--- config.mk ---
export PLATFORM = sky130hd
export DESIGN_NAME = secded_codec
export DESIGN_NICKNAME = d
export VERILOG_FILES = /design/src/rtl/secded_pkg.sv /design/src/rtl/secded_encoder.sv /design/src/rtl/secded_syndrome.sv /design/src/rtl/secded_corrector.sv /design/src/rtl/secded_pipe_reg.sv /design/src/rtl/secded_codec.sv
export SDC_FILE = /design/constraint.sdc
export NUM_CORES = 1
export LEC_CHECK = 0
export BUFFER_PORTS_ARGS = -buffer_cell sky130_fd_sc_hd__buf_2
export CAP_MARGIN = 20
export CELL_PAD_IN_SITES_DETAIL_PLACEMENT = 0
export CELL_PAD_IN_SITES_GLOBAL_PLACEMENT = 1
export CORE_MARGIN = 8
export CORE_UTILIZATION = 33
export CTS_BUF_LIST = sky130_fd_sc_hd__clkbuf_8
export DETAILED_ROUTE_END_ITERATION = 16
export PLACE_DENSITY = 0.92
export SLEW_MARGIN = 10
export SYNTH_ARGS = -nofsm -noshare
export SYNTH_HDL_FRONTEND = slang
export SYNTH_SLANG_ARGS = --single-unit
export TNS_END_PERCENT = 10
--- constraint.sdc ---
create_clock -name clk -period 2.61 [get_ports clk]
set_input_delay 0.261 -clock clk [delete_from_list [all_inputs] [get_ports clk]]
set_output_delay 0.261 -clock clk [all_outputs]
set_load 0.01 [all_outputs]
--- src/rtl/secded_pkg.sv ---
package secded_pkg;
  localparam int DATA_W = 4;
  localparam int CHK_W  = 4;
  localparam int CODE_W = DATA_W + CHK_W;

  typedef logic [CHK_W-1:0]  syn_t;
  typedef logic [CODE_W-1:0] code_t;
  typedef logic [DATA_W-1:0] data_t;

  typedef struct packed {
    data_t data;
    logic  corrected;
    logic  uncorr;
  } dec_res_t;

  // Check-matrix column for code position pos.
  // Check positions have identity columns; data positions have weight-3 columns.
  function automatic syn_t col_of(input int pos);
    syn_t one;
    one = syn_t'(1);
    if (pos < CHK_W) return one << pos;
    return ~(one << (CODE_W - 1 - pos));
  endfunction
endpackage

--- src/rtl/secded_encoder.sv ---
module secded_encoder
  import secded_pkg::*;
(
  input  data_t data_i,
  output code_t code_o
);
  syn_t chk;

  always_comb begin
    chk = '0;
    for (int i = 0; i < CHK_W; i++) begin
      for (int j = 0; j < DATA_W; j++) begin
        if (col_of(CHK_W + j)[i]) chk[i] = chk[i] ^ data_i[j];
      end
    end
  end

  assign code_o = {data_i, chk};
endmodule

--- src/rtl/secded_syndrome.sv ---
module secded_syndrome
  import secded_pkg::*;
(
  input  code_t code_i,
  output syn_t  syn_o
);
  always_comb begin
    syn_o = '0;
    for (int i = 0; i < CHK_W; i++) begin
      for (int p = 0; p < CODE_W; p++) begin
        if (col_of(p)[i]) syn_o[i] = syn_o[i] ^ code_i[p];
      end
    end
  end
endmodule

--- src/rtl/secded_corrector.sv ---
module secded_corrector
  import secded_pkg::*;
(
  input  code_t    code_i,
  input  syn_t     syn_i,
  output dec_res_t res_o
);
  code_t hit;
  code_t fixed;
  logic  odd_w;

  always_comb begin
    for (int p = 0; p < CODE_W; p++) begin
      hit[p] = (syn_i == col_of(p));
    end
  end

  assign odd_w = ^syn_i;

  always_comb begin
    fixed           = code_i;
    res_o.corrected = 1'b0;
    res_o.uncorr    = 1'b0;
    if (syn_i == '0) begin
      fixed = code_i;
    end else if (odd_w && (|hit)) begin
      fixed           = code_i ^ hit;
      res_o.corrected = 1'b1;
    end else begin
      res_o.uncorr = 1'b1;
    end
    res_o.data = fixed[CODE_W-1:CHK_W];
  end
endmodule

--- src/rtl/secded_pipe_reg.sv ---
module secded_pipe_reg #(
  parameter int W = 6
) (
  input  logic         clk,
  input  logic         rst_n,
  input  logic         in_valid,
  output logic         in_ready,
  input  logic [W-1:0] in_payload,
  output logic         out_valid,
  input  logic         out_ready,
  output logic [W-1:0] out_payload
);
  logic         vld_q;
  logic [W-1:0] pay_q;

  assign in_ready = !vld_q || out_ready;

  always_ff @(posedge clk) begin
    if (!rst_n) begin
      vld_q <= 1'b0;
      pay_q <= '0;
    end else begin
      if (in_ready) vld_q <= in_valid;
      if (in_valid && in_ready) pay_q <= in_payload;
    end
  end

  assign out_valid   = vld_q;
  assign out_payload = pay_q;
endmodule

--- src/rtl/secded_codec.sv ---
module secded_codec
  import secded_pkg::*;
(
  input  logic              clk,
  input  logic              rst_n,
  input  logic [DATA_W-1:0] enc_data,
  output logic [CODE_W-1:0] enc_code,
  input  logic              dec_in_valid,
  output logic              dec_in_ready,
  input  logic [CODE_W-1:0] dec_in_code,
  output logic              dec_out_valid,
  input  logic              dec_out_ready,
  output logic [DATA_W-1:0] dec_out_data,
  output logic              dec_out_corrected,
  output logic              dec_out_uncorr
);
  localparam int RES_W = $bits(dec_res_t);

  syn_t     syn;
  dec_res_t res_d;
  dec_res_t res_q;

  secded_encoder u_enc (
    .data_i (enc_data),
    .code_o (enc_code)
  );

  secded_syndrome u_syn (
    .code_i (dec_in_code),
    .syn_o  (syn)
  );

  secded_corrector u_fix (
    .code_i (dec_in_code),
    .syn_i  (syn),
    .res_o  (res_d)
  );

  secded_pipe_reg #(.W(RES_W)) u_reg (
    .clk         (clk),
    .rst_n       (rst_n),
    .in_valid    (dec_in_valid),
    .in_ready    (dec_in_ready),
    .in_payload  (res_d),
    .out_valid   (dec_out_valid),
    .out_ready   (dec_out_ready),
    .out_payload (res_q)
  );

  assign dec_out_data      = res_q.data;
  assign dec_out_corrected = res_q.corrected;
  assign dec_out_uncorr    = res_q.uncorr;
endmodule

==> results of run 1 <==
## worst min-delay path, cell delays in order
cell and delay [ns]:
buf_2 0.10, nand2_1 0.06, o2bb2ai_1 0.06
## cells by family after synthesis
| logic type | synth area share [%] |
|---|---|
| and+or+nand+nor | 10.26 |
| xor gates and xnor gates | 24.81 |
| AOI/OAI and AO/OA | 19.96 |
| buffers and inverters | 9.142 |
| DFF | 20.89 |
| adders and majority gates | 14.93 |
## cells in the final DEF, fill, tap and decap left out, drive strengths merged, types with 3 or more instances in the layout
master / synthesis / layout
a21oi: 6 / 6
a311oi: 4 / 4
buf: 4 / 31
clkbuf: 1 / 3
dfxtp: 7 / 7
ha: 8 / 8
inv: 7 / 8
nand2: 5 / 5
o31ai: 4 / 4
or4: 4 / 4
xnor2: 17 / 17
## area by class of cell
cell class                 instances  share of cell area (%)
inverter                           7                   3.022
clock buffer                       3                   4.748
multi-input combinational         59                   53.96
timing repair buffer              31                   17.84
clock inverter                     1                  0.4317
tap                               27                   3.885
sequential                         7                   16.12
## per-layer routing
layer  part of all wire (%)  track usage (%)
met2                     50            15.07
met4                   0.75            5.980
met5                      0                0
met1                     39            10.78
met3                    9.3            2.296
## per-stage QoR
step / total power, mW / util [%] / cells
floorplan: 0.2860 / - / 78
global placement: 0.3470 / 42.46 / 131
detailed placement: 0.3539 / 42.46 / 131
CTS: 0.5014 / 44.78 / 135
global route: 0.5337 / 44.78 / 135
finish: 0.4940 / 44.78 / 135
## report_power, final
group	internal, mW	leakage, nW	switching [mW]
registers	0.119	0.0581	0.00518
clock network	0.101	0.0269	0.0423
logic	0.0933	0.305	0.133
total	0.314	0.390	0.180
## path summary, 6_finish.rpt
kind	end	from	cells after the start
hold reg to reg	u_reg.out_payload[1]$_SDFFE_PN0P_	u_reg.out_payload[1]$_SDFFE_PN0P_	2
setup reg to reg	u_reg.out_payload[0]$_SDFFE_PN0P_	u_reg.out_valid$_SDFFE_PN0N_	3
setup / recovery	u_reg.out_payload[0]$_SDFFE_PN0P_	dec_in_code[7]	7
hold / removal	u_reg.out_payload[1]$_SDFFE_PN0P_	rst_n	3
## flip-flops by register name, indices dropped and copies added, names as in the netlist
register           cells
u_reg.out_payload      6
u_reg.out_valid        1
==> results.md, run 1 <==
* Slew Viols, Final at 0
* Clk slew on worst S/H paths at 0.04 ns
* Final Instance Area at 869.6 um2
* Top_reg_cell synth: dfxtp_1
* Crit path capture type: flip-flop
* Tmin final at 2.135 ns
* Most common cell in the synthesized netlist: xnor2_1
* Setup ws final at 0.4749 ns
* Fin. Hold Viols at 0
* Mean Syn Cell Area at 8.598 um2
* Worst EP arrival at 2.22 ns
* GP Congestion at 0.8409
* Vias in the first global route at 644
* Via/cell ratio at 4.696
* Synth area leaders: xnor2_1 (22%), dfxtp_1 (21%), ha_1 (15%)
* ANT nets after route at 0
* Clk Latency, worst-skew pair at 0.22 ns
* Port buffer count at 31
* Area Growth Syn to Fin at 29.66%
* Outcome: finished clean
* Root Buffer: clkbuf_8
* DR pass1 iterations at 4
* Relative slew slack at 63.00%
* Fmax at 468.4 MHz
* CP required at 2.70 ns
* Pre-CTS setup slack at 0.3104 ns
* Syn Std Cell Area at 670.6 um2
* Die extent in x at 61.08 um
* Post-synthesis net count at 102
* Clock H-tree levels at 1
* Post_cts resized at 0
* CTS tree: done
* Distinct cells, synth at 18
* Async S/R FF share, synth at 0%
* Leak pwr at 0.3902 nW
* Via Count at 634
* Cell count after synthesis at 78
* Worst Path Max Fanout at 9
* Synth warn at 0
* Number of buffers created by CTS at 3
* Synth top cells by count: xnor2_1 (17), ha_1 (8), dfxtp_1 (7), inv_1 (7), a21oi_1 (6)
* Nets at 133
* RSZ-0062 raised after global routing: false
* Initial antenna violation count at 0
* Area leader, netlist: xnor2_1
* CTS max path bufs at 2
* Grt ovf at 0
* Post-synthesis register bit count at 7
* Critical path's slowest cell: xnor2_1
* Dpl hpwl at 1410 um
* Max-cap violations at 0
* Post-CTS Setup Bufs at 0
* Fin Hold WS at 0.3156 ns
* Hold-fix buffers, CTS at 0
* DRC violations left at 0
* Peak supply drop at 219.4 uV
* Core Area at 0.001942 mm2
* Worst Path Buf+Inv at 1
* Area after DPL at 824.5 um2
* Worst setup SP type: primary input
* Crit Path Category: primary input to flip-flop
* Post-synth EDFFs at 0
* All-Layer GR Usage at 9.372%
* Multi-input logic area at 469.2 um2
* Synth top area share at 22.20%
* First-pass GRT wire length at 2635 um
* CTS sink count at 7
* Critical Path, Cell by Cell: buf_2, xnor2_1, xnor2_1, ha_1, xnor2_1, a2111oi_0, a2111oi_0
* Overall die height at 61.08 um
* PwrDens at 568.1 mW/mm2
* Layout cells sized above 1 at 31.48%
* Final setup fails at 0
* Tightest Pin Transition at 0.5411 ns
* Sequential element share of the synthesized area at 20.90%
* Hold Crit Class: primary input to flip-flop
* R2R Setup Slk at 1.35 ns
* 1st-iter DRT viols at 13
* Clk_skew at 0.0008895 ns
* # diodes at 0
* Slowest stage delay, CP at 0.48 ns
* Die Area at 0.003731 mm2
* Wire per inst at 11.89 um
* Register area at 140.1 um2
* Initial Util at 34.54%
* Fin Setup TNS at 0 ns
* Top cell family by delay on the critical path: XOR/XNOR gates
* Fillers at 201
* Final WL at 1605 um
* Largest net degree at the start of global routing at 11
* Crit path top cell by count: xnor2_1
* Fin crit share at 81.80%
* Ports at 32
* Num rows at 16
Note: power is estimated with default switching activity, not from simulation.
==> run 2: changes to the inputs <==
- CORE_UTILIZATION: 33 -> 30
- PLACE_DENSITY: 0.92 -> 0.89
- clock period: 2.61 -> 1.9 ns (I/O delays scaled with it)
==> run 2 against run 1 <==
Net effect:
- setup slack worse by 0.47 ns
- die area up 7.3%
- total power up 78%
- wire length up 22%
- combinational power up 120%
- count of clock-buffer cells in the layout unchanged
- sequential power up 38%
- non-clock buffer count up 16
- flip-flop and latch count unchanged
- clock power up 41%
- sequential share of layout area down 3.5 points
- global-route usage up 0.78 points
- critical endpoint is now u_reg.out_payload[5]$_SDFFE_PN0P_
==> results.md, run 2 (synthesized netlist as in run 1, its figures left out) <==
* Crit path top cell by count: xnor2_1
* PwrDens at 792.3 mW/mm2
* DR pass1 iterations at 4
* FF-to-FF path depth at 3
* Initial Util at 30.91%
* Tightest Pin Transition at 0.4049 ns
* Peak supply drop at 406.8 uV
* Fin. Hold Viols at 0
* Routing usage on met3 at 3.710%
* Critical path's slowest cell: or4_1
* Nets at 149
* Initial antenna violation count at 0
* Worst setup SP type: primary input
* First-pass GRT wire length at 3339 um
* GP Congestion at 0.8162
* Ports at 32
* Slew Viols, Final at 0
* Num rows at 17
* Clk slew on worst S/H paths at 0.04 ns
* Worst Hold End: u_reg.out_payload[1]$_SDFFE_PN0P_
* Crit Path Category: primary input to flip-flop
* CTS tree: done
* Worst EP arrival at 2.03 ns
* Wire per inst at 12.93 um
* ANT nets after route at 0
* Grt ovf at 0
* Pre-CTS setup slack at -0.3799 ns
* Commonest non-fill, non-tap cell in the layout: buf_2
* Via/cell ratio at 4.638
* Clk Latency, worst-skew pair at 0.23 ns
* Critical Path, Cell by Cell: buf_6, xnor2_1, xnor2_1, ha_1, xnor2_4, or4_1, a311oi_1
* Fillers at 203
* Fin Setup TNS at 0 ns
* Root Buffer: clkbuf_8
* R2R Setup Slk at 0.63 ns
* Final WL at 1966 um
* Outcome: finished clean
* GR Layer Usage met2 at 18.18%
* WHS Path Cells at 3
* Core Area at 0.002170 mm2
* Area after DPL at 925.9 um2
* Busiest grt layer: met2
* All-Layer GR Usage at 10.16%
* Overall die height at 63.28 um
* RSZ-0062 raised after global routing: true
* Clk_skew at 0.001587 ns
* Final Instance Area at 0.001109 mm2
* Worst Path Max Fanout at 8
* Most frequent cells in the layout: buf_2 (27), buf_4 (17), xnor2_1 (12)
* 1st-iter DRT viols at 29
* Fin crit share at 99.64%
* Dpl hpwl at 1550 um
* Vias in the first global route at 757
* Fmax at 528.2 MHz
* Setup ws final at 0.006765 ns
* CP required at 2.04 ns
* CTS sink count at 7
* Worst R2R End: u_reg.out_payload[0]$_SDFFE_PN0P_
* Leak pwr at 0.5119 nW
* Worst Path Buf+Inv at 1
* Hold-fix buffers, CTS at 0
* GR Layer Usage met1 at 9.808%
* Top cell family by delay on the critical path: XOR/XNOR gates
* Number of flip-flops in the largest register at 6
* Worst hold path startpoint: rst_n
* Crit path capture type: flip-flop
* Clock H-tree levels at 1
* Die Area at 0.004004 mm2
* Layout cells sized above 1 at 49.19%
* Area Growth Syn to Fin at 65.30%
* Max-cap violations at 0
* Hold Crit Class: primary input to flip-flop
* Relative slew slack at 72.90%
* Largest net degree at the start of global routing at 9
* Port buffer count at 31
* Slowest stage delay, CP at 0.54 ns
* Final setup fails at 0
* Tmin final at 1.893 ns
* Via Count at 705
* Die extent in x at 63.28 um
* Number of buffers created by CTS at 3
* # diodes at 0
* CTS max path bufs at 2
* Fin Hold WS at 0.2307 ns
* DRC violations left at 0
* RR Startpoint: u_reg.out_valid$_SDFFE_PN0N_
## run 2: cell count changes in the layout (fill, tap and decap cells not counted), moves of 2 or more
cell / before / now
a311oi_1: 4 / 2
xnor2_2: 0 / 4
xor2_1: 2 / 0
buf_2: 31 / 27
a311oi_2: 0 / 2
xnor2_1: 17 / 12
buf_6: 0 / 3
buf_4: 0 / 17
## run 2: per-layer routing
metal | up-vias | part of all wire [%]
li1 | 362 | -
met1 | 312 | 38
met2 | 26 | 52
met3 | 5 | 8.0
met4 | 0 | 2.2
met5 | - | 0
## run 2: final cells by class
class                           instances  area [um2]  area share (%)
Clock buffer                            3       41.29           3.725
Clock inverter                          1       3.754          0.3386
Inverter                                7       26.28           2.370
Multi-Input combinational cell         59       565.5           51.02
Sequential cell                         7       140.1           12.64
Tap cell                               28       35.03           3.160
Timing Repair Buffer                   47       296.5           26.75
## run 2: what timing repair did
| action | in CTS | in global routing |
|---|---|---|
| hold endpoints to repair | 0 | 0 |
| endpoints found under the setup margin | 6 | 6 |
| buffers inserted | 3 | 0 |
| pin swaps | 9 | 2 |
| resized for setup | 16 | 4 |
## run 2: power by group
part / switching, mW / internal, mW
clock: 0.0633 / 0.139
sequential: 0.00743 / 0.164
combinational: 0.245 / 0.259
total: 0.316 / 0.563
## run 2: per-stage QoR
stage,power [mW],instances,util (%)
2_1_floorplan,0.3972,78,-
5_1_grt,0.9463,152,51.10
3_5_place_dp,0.5613,145,42.68
4_1_cts,0.8342,152,49.77
3_3_place_gp,0.5478,145,42.68
6_report,0.8783,152,51.10
## run 2: how the worst max path moves through the flow
stage	cells after the start	endpoint	from	slack, ns
floorplan	8	u_reg.out_payload[4]$_SDFFE_PN0P_	dec_in_code[6]	0.004
global placement	7	u_reg.out_payload[4]$_SDFFE_PN0P_	dec_in_code[6]	-0.27
detailed placement	7	u_reg.out_payload[5]$_SDFFE_PN0P_	dec_in_code[5]	-0.38
CTS	7	u_reg.out_payload[5]$_SDFFE_PN0P_	dec_in_code[7]	0.0005
global route	7	u_reg.out_payload[5]$_SDFFE_PN0P_	dec_in_code[5]	-0.11
finish	7	u_reg.out_payload[5]$_SDFFE_PN0P_	dec_in_code[5]	0.007
## run 2: worst reg2reg max path, delay by kind of cell, from the launching register on
| kind | cells | cell delay [ns] |
|---|---|---|
| DFF | 1 | 0.32 |
| AOI/OAI and AO/OA | 1 | 0.35 |
| and+or+nand+nor | 2 | 0.48 |
==> run 3: changes to the inputs <==
- CORE_MARGIN: 8 -> default
- SETUP_SLACK_MARGIN: default -> 0.02
==> run 3 against run 2 <==
Net effect:
- clock skew decreased by 0.00084 ns
- final area grew 5.0%
- setup slack improved by 0.010 ns
- flip-flop and latch count stayed put
- total power grew 1.7%
- non-clock buffer count is 2 lower
- critical path depth rose by 1
- global-route usage is 4.4 points higher
- maximum frequency is 0.53% higher
- critical path type unchanged
==> results.md, run 3 (synthesized netlist as in run 1, its figures left out) <==
* Outcome: finished clean
* Die extent in x at 49.28 um
* Cells after DPL at 143
* Ports at 32
* Fin. Hold Viols at 0
* Crit Path Category: primary input to flip-flop
* Dpl hpwl at 1322 um
* Hold Crit Class: primary input to flip-flop
* Num rows at 16
* Clk slew on worst S/H paths at 0.04 ns
* Number of flip-flops in the largest register at 6
* Critical path's slowest cell: or4_1
* Critical Path, Cell by Cell: buf_12, xor2_4, xnor2_2, buf_4, ha_4, xnor2_4, or4_1, a311oi_1
* Overall die height at 49.28 um
* Initial antenna violation count at 0
* Top cell family by delay on the critical path: XOR/XNOR gates
* DR pass1 iterations at 4
* Clk Latency, worst-skew pair at 0.23 ns
* Relative slew slack at 64.77%
* Worst Path Buf+Inv at 2
* FF-to-FF path depth at 4
* ANT nets after route at 0
* Max-cap violations at 0
* CP Capture Point: u_reg.out_payload[2]$_SDFFE_PN0P_
* 1st-iter DRT viols at 4
* Via Count at 734
* Wire per inst at 11.67 um
* # diodes at 0
* Critical Path Stages at 8
* Crit path capture type: flip-flop
* Worst setup SP type: primary input
* Hold-fix buffers, CTS at 0
* Final WL at 1739 um
* Peak supply drop at 373.4 uV
* Root Buffer: clkbuf_8
* GP Congestion at 0.7864
* Final non-filler cell total at 149
* Worst EP arrival at 2.02 ns
* Final Instance Area at 0.001164 mm2
* Tightest Pin Transition at 0.5265 ns
* CTS max path bufs at 2
* PwrDens at 767.9 mW/mm2
* Tmin final at 1.883 ns
* All-Layer GR Usage at 14.54%
* Port buffer count at 31
* Commonest non-fill, non-tap cell in the layout: buf_2
* Core Area at 0.002022 mm2
* Die Area at 0.002429 mm2
* DRC violations left at 0
* Fin crit share at 99.12%
* Layout cells sized above 1 at 53.28%
* Area after DPL at 964.7 um2
* Grt ovf at 0
* Fmax at 531.0 MHz
* CP Launch Point: dec_in_code[7]
* Initial Util at 33.17%
* Vias in the first global route at 719
* RR Startpoint: u_reg.out_valid$_SDFFE_PN0N_
* Worst Path Max Fanout at 8
* CTS tree: done
* Clk_skew at 0.0007428 ns
* RSZ-0062 raised after global routing: true
* Number of buffers created by CTS at 3
* Most frequent cells in the layout: buf_2 (27), buf_4 (14), xnor2_1 (9)
* First-pass GRT wire length at 2718 um
* Slowest stage delay, CP at 0.53 ns
* Largest net degree at the start of global routing at 9
* Clock H-tree levels at 1
* Slew Viols, Final at 0
* Final setup fails at 0
* Leak pwr at 0.5290 nW
* CP required at 2.03 ns
* Fin Hold WS at 0.2514 ns
* Area Growth Syn to Fin at 73.51%
* R2R Setup Slk at 0.70 ns
* Via/cell ratio at 4.926
* Worst R2R End: u_reg.out_payload[0]$_SDFFE_PN0P_
* CTS sink count at 7
* Tot Pwr at 0.8935 mW
* Nets at 147
## run 3: tightest hold or removal path: stages
cell and delay, ns:
buf_2 0.10, nand2_1 0.07, o2bb2ai_1 0.07
## run 3: how the worst min path moves through the flow
| stage | from | to | slack (ns) | depth (start not counted) |
|---|---|---|---|---|
| detailed placement | u_reg.out_payload[1]$_SDFFE_PN0P_ | u_reg.out_payload[1]$_SDFFE_PN0P_ | 0.47 | 2 |
| global route | rst_n | u_reg.out_payload[1]$_SDFFE_PN0P_ | 0.28 | 3 |
| CTS | rst_n | u_reg.out_payload[1]$_SDFFE_PN0P_ | 0.25 | 3 |
| global placement | u_reg.out_payload[1]$_SDFFE_PN0P_ | u_reg.out_payload[1]$_SDFFE_PN0P_ | 0.46 | 2 |
| floorplan | rst_n | u_reg.out_payload[1]$_SDFFE_PN0P_ | 0.34 | 2 |
| finish | rst_n | u_reg.out_payload[1]$_SDFFE_PN0P_ | 0.25 | 3 |
## run 3: layout make-up
type	count	area, um2
Clock buffer	3	41.29
Clock inverter	1	3.754
Fill cell	185	858.3
Inverter	7	26.28
Multi-Input combinational cell	59	620.6
Sequential cell	7	140.1
Tap cell	27	33.78
Timing Repair Buffer	45	297.8
## run 3: metal layers
layer  wire length [um]  track usage [%]  vias to the layer above
met5                  0                0                        -
met4                 45            10.29                        0
met3                120            2.492                        5
met2                954            28.08                       31
met1                620            13.43                      337
li1                   -                -                      361
## run 3: stage by stage
stage | utilization, % | setup WS, ns | setup TNS, ns
3_3_place_gp | 47.71 | -0.2095 | -0.9166
6_report | 57.55 | 0.01680 | 0
2_1_floorplan | - | 0.02865 | 0
4_1_cts | 50.43 | 0.002104 | 0
5_1_grt | 57.55 | -0.03682 | -0.06018
3_5_place_dp | 47.71 | -0.2847 | -1.293
## run 3: where the power goes
part / switching, mW / internal (mW) / leakage [nW]
sequential: 0.00726 / 0.164 / 0.0581
clock: 0.0666 / 0.140 / 0.0269
combinational: 0.241 / 0.275 / 0.444
## run 3: repair_timing
action	CTS	global route
endpoints found under the setup margin	5	5
pin swaps	2	11
resized for setup	2	25
hold endpoints to repair	0	0
setup buffers	0	2
